`src/rtl/irq_pkg.sv`:
```
// Package: irq_pkg
// Shared register offsets and the register-select type for the
// interrupt status/mask controller. Assumes a 16-bit address space.
package irq_pkg;
    localparam int unsigned IRQ_ADDR_W   = 16;
    localparam int unsigned IRQ_DATA_W   = 32;
    localparam int unsigned IRQ_N_SRC    = 16;
    localparam int unsigned IRQ_DMA_BIT  = 3;
    localparam logic [IRQ_ADDR_W-1:0] IRQ_STAT_OFS = 16'h1070;
    localparam logic [IRQ_ADDR_W-1:0] IRQ_MASK_OFS = 16'h1074;

    typedef enum logic [1:0] {
        SEL_NONE = 2'd0,
        SEL_STAT = 2'd1,
        SEL_MASK = 2'd2
    } reg_sel_e;
endpackage

```
`src/rtl/irq_addr_dec.sv`:
```
// Module: irq_addr_dec
// Decodes the register address into a register select and write strobes.
// Assumes exactly two mapped offsets; everything else selects nothing.
module irq_addr_dec
    import irq_pkg::*;
#(
    parameter int unsigned ADDR_W = IRQ_ADDR_W,
    parameter logic [ADDR_W-1:0] STAT_OFS = IRQ_STAT_OFS,
    parameter logic [ADDR_W-1:0] MASK_OFS = IRQ_MASK_OFS
) (
    input  logic              wr_en,
    input  logic [ADDR_W-1:0] addr,
    output reg_sel_e          sel,
    output logic              wr_stat,
    output logic              wr_mask
);
    // Select the addressed register from an exact offset match.
    always_comb begin
        if (addr == STAT_OFS)      sel = SEL_STAT;
        else if (addr == MASK_OFS) sel = SEL_MASK;
        else                       sel = SEL_NONE;
    end

    // Qualify the write strobe per register.
    always_comb begin
        wr_stat = wr_en && (sel == SEL_STAT);
        wr_mask = wr_en && (sel == SEL_MASK);
    end
endmodule

```
`src/rtl/irq_pend_bank.sv`:
```
// Module: irq_pend_bank
// One sticky pending flop per source. A set pulse sets the bit. A status
// write ANDs the write data in. On a collision the set pulse wins.
// Assumes set pulses are already synchronous to clk.
module irq_pend_bank #(
    parameter int unsigned N_SRC = 16
) (
    input  logic             clk,
    input  logic             rst_n,
    input  logic             wr_stat,
    input  logic [N_SRC-1:0] ack_word,
    input  logic [N_SRC-1:0] set_vec,
    output logic [N_SRC-1:0] pend
);
    for (genvar i = 0; i < N_SRC; i++) begin : g_bit
        logic keep;

        // A bit survives unless a status write carries a 0 in its position.
        always_comb keep = !(wr_stat && !ack_word[i]);

        // Pending flop: reset to 0, set dominates acknowledge.
        always_ff @(posedge clk) begin
            if (!rst_n) pend[i] <= 1'b0;
            else        pend[i] <= set_vec[i] | (pend[i] & keep);
        end
    end
endmodule

```
`src/rtl/irq_mask_reg.sv`:
```
// Module: irq_mask_reg
// Enable-mask storage, loaded whole on a mask write. Assumes the caller
// has already narrowed the write data to N_SRC bits.
module irq_mask_reg #(
    parameter int unsigned N_SRC = 16
) (
    input  logic             clk,
    input  logic             rst_n,
    input  logic             wr_mask,
    input  logic [N_SRC-1:0] wdata,
    output logic [N_SRC-1:0] mask
);
    // Mask register: cleared on reset, loaded on a mask write.
    always_ff @(posedge clk) begin
        if (!rst_n)       mask <= '0;
        else if (wr_mask) mask <= wdata;
    end
endmodule

```
`src/rtl/irq_req_gen.sv`:
```
// Module: irq_req_gen
// Forms the CPU request from the registered pending and mask bits. It is
// combinational from the flops, so the output follows each update with
// no added delay.
module irq_req_gen #(
    parameter int unsigned N_SRC = 16
) (
    input  logic [N_SRC-1:0] pend,
    input  logic [N_SRC-1:0] mask,
    output logic             irq_req
);
    // Request when any enabled bit is pending.
    always_comb irq_req = |(pend & mask);
endmodule

```
`src/rtl/irq_stat_mask_ctrl.sv`:
```
// Module: irq_stat_mask_ctrl
// Top of the interrupt status/mask controller. It merges the DMA set
// input into its status bit, decodes register accesses, holds the
// pending and mask registers and drives the request line. Reads are
// combinational and zero-extended. Assumes DATA_W > N_SRC.
module irq_stat_mask_ctrl
    import irq_pkg::*;
#(
    parameter int unsigned ADDR_W  = IRQ_ADDR_W,
    parameter int unsigned DATA_W  = IRQ_DATA_W,
    parameter int unsigned N_SRC   = IRQ_N_SRC,
    parameter int unsigned DMA_BIT = IRQ_DMA_BIT,
    parameter logic [ADDR_W-1:0] STAT_OFS = IRQ_STAT_OFS,
    parameter logic [ADDR_W-1:0] MASK_OFS = IRQ_MASK_OFS
) (
    input  logic              clk,
    input  logic              rst_n,
    input  logic              wr_en,
    input  logic [ADDR_W-1:0] addr,
    input  logic [DATA_W-1:0] wdata,
    output logic [DATA_W-1:0] rdata,
    input  logic [N_SRC-1:0]  src_set,
    input  logic              dma_set,
    output logic              irq_req
);
    localparam int unsigned PAD_W = DATA_W - N_SRC;

    reg_sel_e         sel;
    logic             wr_stat;
    logic             wr_mask;
    logic [N_SRC-1:0] set_vec;
    logic [N_SRC-1:0] stat_q;
    logic [N_SRC-1:0] mask_q;
    logic [N_SRC-1:0] wdata_lo;
    logic             unused_wdata_hi;

    // Keep only the meaningful low bits of the write data.
    always_comb wdata_lo = wdata[N_SRC-1:0];
    always_comb unused_wdata_hi = ^wdata[DATA_W-1:N_SRC];

    // Merge the DMA set input into its dedicated status bit.
    for (genvar i = 0; i < N_SRC; i++) begin : g_set
        if (i == DMA_BIT) begin : g_dma
            always_comb set_vec[i] = src_set[i] | dma_set;
        end else begin : g_plain
            always_comb set_vec[i] = src_set[i];
        end
    end

    irq_addr_dec #(
        .ADDR_W   (ADDR_W),
        .STAT_OFS (STAT_OFS),
        .MASK_OFS (MASK_OFS)
    ) u_dec (
        .wr_en   (wr_en),
        .addr    (addr),
        .sel     (sel),
        .wr_stat (wr_stat),
        .wr_mask (wr_mask)
    );

    irq_pend_bank #(.N_SRC(N_SRC)) u_pend (
        .clk      (clk),
        .rst_n    (rst_n),
        .wr_stat  (wr_stat),
        .ack_word (wdata_lo),
        .set_vec  (set_vec),
        .pend     (stat_q)
    );

    irq_mask_reg #(.N_SRC(N_SRC)) u_mask (
        .clk     (clk),
        .rst_n   (rst_n),
        .wr_mask (wr_mask),
        .wdata   (wdata_lo),
        .mask    (mask_q)
    );

    irq_req_gen #(.N_SRC(N_SRC)) u_req (
        .pend    (stat_q),
        .mask    (mask_q),
        .irq_req (irq_req)
    );

    // Read mux: the selected register zero-extended, 0 when unmapped.
    always_comb begin
        case (sel)
            SEL_STAT: rdata = {{PAD_W{1'b0}}, stat_q};
            SEL_MASK: rdata = {{PAD_W{1'b0}}, mask_q};
            default:  rdata = '0;
        endcase
    end
endmodule

```
`config.mk`:
```
export PLATFORM = sky130hd
export DESIGN_NAME = irq_stat_mask_ctrl
export DESIGN_NICKNAME = d
export VERILOG_FILES = /design/src/rtl/irq_pkg.sv /design/src/rtl/irq_addr_dec.sv /design/src/rtl/irq_pend_bank.sv /design/src/rtl/irq_mask_reg.sv /design/src/rtl/irq_req_gen.sv /design/src/rtl/irq_stat_mask_ctrl.sv
export SDC_FILE = /design/constraint.sdc
export NUM_CORES = 1
export LEC_CHECK = 0
export ABC_AREA = 0
export BUFFER_PORTS_ARGS = -buffer_cell sky130_fd_sc_hd__buf_2
export CORE_UTILIZATION = 47
export CTS_CLUSTER_DIAMETER = 80
export DETAILED_ROUTE_END_ITERATION = 10
export GPL_ROUTABILITY_DRIVEN = 0
export PLACE_DENSITY = 0.88
export SETUP_SLACK_MARGIN = 0.05
export SLEW_MARGIN = 25
export SYNTH_ARGS = -nofsm -noshare
export SYNTH_HDL_FRONTEND = slang
export SYNTH_SLANG_ARGS = --single-unit
```
`constraint.sdc`:
```
create_clock -name clk -period 6.7 [get_ports clk]
set_input_delay 1.34 -clock clk [delete_from_list [all_inputs] [get_ports clk]]
set_output_delay 1.34 -clock clk [all_outputs]
set_load 0.05 [all_outputs]
```
# After elaboration in Yosys (flattened, before gate mapping)
# Index checks and enable logic that the tools add are counted.
# totals
output_inout_bits	33
in_bits	68
word_cells	109
reg_bits	32
# classes
bitwise	34
n_eq_ne	4
reduce_logical	51
n_mux	3
# ops
op	count
$eq A16 B13 Y1 const B	2
$logic_not A1 Y1	32
$pmux W16 S2	1
$logic_and A1 B1 Y1	18
$or A1 B1 Y1	17
$and A1 B1 Y1	16
$and A16 B16 Y16	1
$reduce_or A16 Y1	1
$mux W2	2
$eq A2 B1 Y1 const B	1
$eq A2 B2 Y1 const B	1

# Logic depth before layout (Yosys ltp)
# Gate-level depths: netlist of the first run.
# logic_depth
depth_word	9
depth_mapped	7
mapped_depth_nobuf	4

# By module
# Synthesis of the first run repeated with hierarchy kept, for this count alone.
# hier_totals
cells_unflattened	197
hier_area_um2	1943.1
# by_module_without_submodules
module	cells_each	area_per_inst_um2	seq_area_each_um2	n_inst
irq_pend_bank	66	673.1	320.3	1
irq_mask_reg	51	615.6	320.3	1
irq_stat_mask_ctrl	60	461.7	0.0	1
irq_req_gen	9	101.3	0.0	1
irq_addr_dec	11	91.3	0.0	1

# Least setup slack after synthesis of the first run
# Ideal clock, no wire load.
# synth_timing
kind	input-to-output
start	in addr[14]
end	out rdata[10]
t_required_ns	5.360
t_arrival_ns	3.239
path_stages	6
n_path_buf	2
setup_slack_ns	2.121
path_cell_list	or4_4 > or3_1 > buf_6 > nor3_4 > buf_6 > a22o_1
# synth_between
elab_chain_cells	5
word_cells_on_any_way	7
cone_classes	4 x eq/ne; 3 x mux
# synth_lines
element	line_no	rtl
from (decl)	irq_stat_mask_ctrl.sv:19	input logic [ADDR_W-1:0] addr,
$eq A16 B13 Y1	irq_addr_dec.sv:20	else if (addr == MASK_OFS) sel = SEL_MASK;
$mux W2	irq_addr_dec.sv:20	
$mux W2 (*)	irq_addr_dec.sv:19	if (addr == STAT_OFS) sel = SEL_STAT;
$eq A2 B2 Y1 or $eq A2 B1 Y1 (tied branches)	irq_stat_mask_ctrl.sv:87	case (sel)
$pmux W16 S2 (*)	irq_stat_mask_ctrl.sv:87	
to (decl)	irq_stat_mask_ctrl.sv:21	output logic [DATA_W-1:0] rdata,
# Mark *: on every way between the ends. The rest lies on a longest branch, timed or not.

# Worst setup path in the final report of the first run
# layout_timing
start	in addr[14]
end	out rdata[13]
# The elaborated chain is that of the path after synthesis.

==> run summary, run 1 <==
status: complete, no violations
first-pass GRT wire length: 7.77 mm
Vias: 1813
Crit Reg-Reg Startpoint: u_pend.pend[3]
CTS Hold Buffers Added: 0
IO Port Bufs: 68
Worst EP required: 5360 ps
RSZ-0062 raised after global routing: no
root buffer cell: clkbuf_8
clk buf depth: 2
drt wl/cell: 15.7 um
startpoint types: primary input
# rows: 21
global route total overflow: 0
post-layout min period: 5190 ps
H-tree levels: 2
Reg2Reg Depth: 2
final setup violation count: 0
Top FF cell, synth: dfxtp_1
worst-margin pin slew: 729 ps
Async SR Flop Fraction: 0%
fmax: 0.193 GHz
clk sinks: 32
Crit Path Class: primary input to output port
max cap viols: 0
Vias/cell: 5.89
Final HPWL DP: 3.25 mm
Yosys reg bits: 32
Final Cycle Share: 77.4%
EDFF count, synth: 0
CTS Buf Count: 5
Ports: 101
Final Util: 61.7%
Die Area: 4000 um2
GRT Overall Usage: 24.8%
largest net degree at the start of global routing: 33
DRT antenna net count: 0
HP Class: register to register
crit end category: output port
Synth Instances: 202
First-pass DRT Iterations: 4
FF-to-FF setup slack: 5930 ps
r2r endpoint: u_pend.pend[3]
sequential area share after synthesis: 36.4%
Core Area: 3470 um2
Area Growth Syn to Fin: 21.4%
synthesized area: 1760 um2
average size of a mapped cell: 8.72 um2
final hold violation count: 0
antenna violations before repair: 0
layout cells sized above 1: 31.3%
post-synth cell types: 29
CP endpoint: rdata[13]
TritonCTS clock tree: done
Setup Fix Bufs, Post-CTS: 0
Final Max Tran Viols: 0
vias in the first global route: 1676
post_cts resized: 0
# DRC: 0
Die Width: 63.2 um
clk_lat worst skew: 280 ps
Initial Util: 50.8%
clk_skew: 0 ps
synth warn: 0
Pwr Density: 207 nW/um2
Rel. slew slack: 51.4%
DR iter-0 viols: 101
PnR worst setup slack: 1510 ps
setup TNS: 0 ps
Ant. Diodes: 0
crit path DAT: 3850 ps
Max VDD drop: 0.148 mV
CP max FO: 18
dpl ws: 1520 ps
Leakage: 0.000914 uW
CTS clk-pin slew, worst paths: 70 ps
final WL: 4.84 mm
Final nets: 329
Critical Path Source: addr[14]
Die H: 63.2 um
where the power goes:
part	internal [uW]	switching (uW)	leakage, uW
clock network	110	72.7	0.0000552
logic	18.2	39.5	0.000596
registers	197	5.59	0.000263
stage by stage:
stage	total power (uW)	instances	area, um2	hold WS (ps)
detailed placement	264	300	2030	477
CTS	444	308	2140	486
floorplan	248	217	1820	455
global placement	263	300	2030	466
finish	443	308	2140	484
global route	460	308	2140	514
layout by cell type (no fill, tap or decap):
master,instances
a21boi_1,16
a21oi_1,1
a221oi_1,4
a22o_1,20
a31oi_1,15
and2_1,1
and3_1,1
and4b_1,1
buf_2,68
buf_4,3
bufinv_16,1
clkbuf_1,1
clkbuf_8,5
clkinv_2,1
conb_1,16
dfxtp_1,32
nand2_1,2
nand4_1,17
nand4b_1,1
nor2_1,15
nor2_2,1
nor2b_1,2
nor3_2,1
nor3_4,1
nor4_1,1
nor4b_1,1
o21ai_0,15
o31ai_1,17
or3_1,1
or4_4,1
critical path, cell delays in order:
cell and delay, ps:
buf_2 90, or4_4 520, or3_1 660, nor3_4 690, a22o_1 270, buf_2 270
registers in the layout (all words and copies together) (netlist names):
signal	flops
u_pend.pend	16
u_mask.mask	16
cell usage after synthesis, types with 2 or more instances:
cell type,instances,share of area (%)
a21boi_1,16,6.8
a221oi_1,4,2.0
nor2b_1,2,0.71
a31oi_1,15,5.3
o21ai_0,15,4.3
nand2_1,2,0.43
o31ai_1,17,7.2
nand4_1,17,6.0
dfxtp_1,32,36
clkbuf_1,12,2.6
buf_4,16,6.8
a22o_1,20,9.9
buf_2,3,0.85
nor2_1,15,3.2
buf_6,2,1.3
logic make-up (layout without fill, tap and decap cells):
| family | count (synthesis) | count (layout) | synth area share (%) |
|---|---|---|---|
| AOI/OAI and AO/OA | 88 | 88 | 35.9 |
| and+or+nand+nor | 47 | 47 | 15.8 |
| buffers and inverters | 34 | 79 | 11.7 |
| DFF | 32 | 32 | 36.4 |
| other | 1 | 16 | 0.213 |
layout make-up:
type	instances	area (um2)
clock inverter	2	35.0
tap	46	57.6
multi-input combinational	151	971
fill	343	1330
clock buffer	6	72.6
sequential	32	641
timing repair buffer	71	363
layer usage:
| metal | global-route usage [%] | routed length, um | vias up |
|---|---|---|---|
| met5 | 0 | 0 | - |
| li1 | - | - | 873 |
| met2 | 40.6 | 2410 | 95 |
| met1 | 31.6 | 1990 | 839 |
| met3 | 7.07 | 402 | 6 |
| met4 | 7.10 | 37 | 0 |
how the worst min path moves through the flow:
stage                     from               to  slack (ps)  cells after the start
2_1_floorplan  u_mask.mask[14]  u_mask.mask[14]         460                      2
3_3_place_gp    u_mask.mask[0]   u_mask.mask[0]         470                      2
3_5_place_dp    u_mask.mask[5]   u_mask.mask[5]         480                      2
4_1_cts         u_mask.mask[5]   u_mask.mask[5]         490                      2
5_1_grt         u_mask.mask[5]   u_mask.mask[5]         510                      2
6_report        u_mask.mask[5]   u_mask.mask[5]         480                      2
Note: power is estimated with default switching activity, not from simulation.
==> inputs of run 2 (changes only) <==
CORE_UTILIZATION = 44   (was 47)
PLACE_DENSITY = 0.83   (was 0.88)
clock period = 4.98 ns   (was 6.7 ns; I/O delays follow)
==> run 2 against run 1 <==
Cell count increased by 1.6%. Sequential cell count unchanged. Die area increased by 6.6%. Via count increased by 2.0%. Design area increased by 0.35%. Largest cell class unchanged. Critical path depth increased by 1. First-iteration DRC count increased by 25%. Combinational power increased by 35%. Clock power increased by 14%. Routed wire length increased by 0.37%. Utilization decreased by 4.3 points.
==> run summary, run 2 (synthesis results as in run 1) <==
status: complete, no violations
combinational power share: 13.9% (+0.9 points)
Final nets: 332 (+0.91%)
Rel. slew slack: 52.1% (+0.69 points)
Max VDD drop: 0.156 mV (+5.7%)
largest net degree at the start of global routing: 33 (unchanged)
total power: 559 uW (+26%)
GRT Overall Usage: 24.7% (-0.15 points)
clk buf depth: 2 (unchanged)
TritonCTS clock tree: done
CTS Hold Buffers Added: 0 (unchanged)
Worst EP required: 3980 ps (-1380 ps)
CP max FO: 17 (-1)
CTS Buf Count: 5 (unchanged)
RSZ-0062 raised after global routing: no
layout cells sized above 1: 31.7% (+0.40 points)
commonest non-fill, non-tap cell in the layout: buf_2
DRT antenna net count: 0 (unchanged)
startpoint types: primary input
max cap viols: 0 (unchanged)
Clock Power Share: 37.4% (-3.9 points)
final hold violation count: 0 (unchanged)
root buffer cell: clkbuf_8
# DRC: 0 (unchanged)
fmax: 0.241 GHz
setup TNS: 0 ps (unchanged)
clk_skew: 0 ps (unchanged)
dpl ws: 833 ps (-685 ps)
most frequent cells in the layout: buf_2, dfxtp_1, a22o_1
Die Area: 4260 um2 (+6.6%)
worst-margin pin slew: 718 ps (-10.4 ps)
HP Class: register to register
crit path DAT: 3160 ps (-690 ps)
post_cts resized: 0 (unchanged)
DR iter-0 viols: 126 (+25%)
IO Port Bufs: 68 (unchanged)
final setup violation count: 0 (unchanged)
placed cell area: 2060 um2 (+1.2%)
vias in the first global route: 1742 (+3.9%)
Seq pwr share: 48.8% (+3.1 points)
Reg2Reg Depth: 2 (unchanged)
Area Growth Syn to Fin: 21.9%
drt wl/cell: 15.5 um (-1.2%)
Die Width: 65.3 um (+3.2%)
Finished Cell Area: 2150 um2 (+0.35%)
Crit Path Class: primary input to output port
largest registers: u_mask.mask: 16 flops, u_pend.pend: 16 flops
sw power: 157 uW (+33%)
antenna violations before repair: 0 (unchanged)
Final Max Tran Viols: 0 (unchanged)
Final Cycle Share: 83.4%
Switching Fraction: 28.1% (+1.5 points)
first-pass GRT wire length: 7.96 mm (+2.4%)
Initial Util: 47.1% (-3.7 points)
# rows: 22 (+4.8%)
Leakage: 0.000920 uW (+0.59%)
hold path depth: 2 (unchanged)
post-layout min period: 4150 ps
Vias: 1849 (+2.0%)
PnR worst setup slack: 827 ps (-684 ps)
crit end category: output port
First-pass DRT Iterations: 4 (unchanged)
Core Area: 3740 um2 (+7.9%)
CTS clk-pin slew, worst paths: 60 ps (about the same)
Ports: 101 (unchanged)
Vias/cell: 5.91 (+0.36%)
Setup Fix Bufs, Post-CTS: 0 (unchanged)
clk sinks: 32 (unchanged)
Ant. Diodes: 0 (unchanged)
Pint: 402 uW (+24%)
H-tree levels: 2 (unchanged)
Die H: 65.3 um (+3.2%)
clk_lat worst skew: 290 ps (about the same)
final WL: 4.86 mm (+0.37%)
Pwr Density: 261 nW/um2 (+26%)
Final HPWL DP: 3.30 mm (+1.3%)
global route total overflow: 0 (unchanged)
-- run 2: power by group through the flow --
| stage | combinational (uW) | sequential, uW | clock, uW |
|---|---|---|---|
| after floorplan | 58.5 | 276 | 0 |
| after global placement | 75.5 | 278 | 0 |
| after detailed placement | 77.1 | 278 | 0 |
| after CTS | 77.4 | 273 | 212 |
| after global routing | 84.6 | 274 | 224 |
| final | 77.7 | 273 | 209 |
-- run 2: cell type report --
| cell class | instances | area [um2] |
|---|---|---|
| fill | 376 | 1600 |
| clock buffer | 8 | 90.1 |
| multi-input combinational | 151 | 971 |
| sequential | 32 | 641 |
| tap | 48 | 60.1 |
| timing repair buffer | 74 | 385 |
-- run 2: worst max-delay path, cell delays in order --
cell    delay (ps)
buf_2           90
or4_4          530
nor3_2         170
buf_4          250
and3_1         600
a22o_1         240
buf_2          270
-- run 2: final timing paths --
path / from / end / slack, ps
worst min-delay path: u_mask.mask[8] / u_mask.mask[8] / 490
worst min register to register: u_mask.mask[8] / u_mask.mask[8] / 490
worst max-delay path: addr[14] / rdata[3] / 830
worst max register to register: u_pend.pend[3] / u_pend.pend[3] / 4200
-- run 2: metal layers --
metal / up-vias / global-route usage [%] / wire length, um
li1: 882 / - / -
met1: 879 / 30.3 / 2050
met2: 79 / 41.6 / 2400
met3: 9 / 4.51 / 336
met4: 0 / 10.9 / 64
met5: - / 0 / 0
-- run 2: stage by stage --
stage,hold slack (ps),std cells,utilization [%]
floorplan,455,217,-
global route,504,313,57.4
detailed placement,474,305,54.9
global placement,466,305,54.9
CTS,485,313,57.4
finish,485,313,57.4
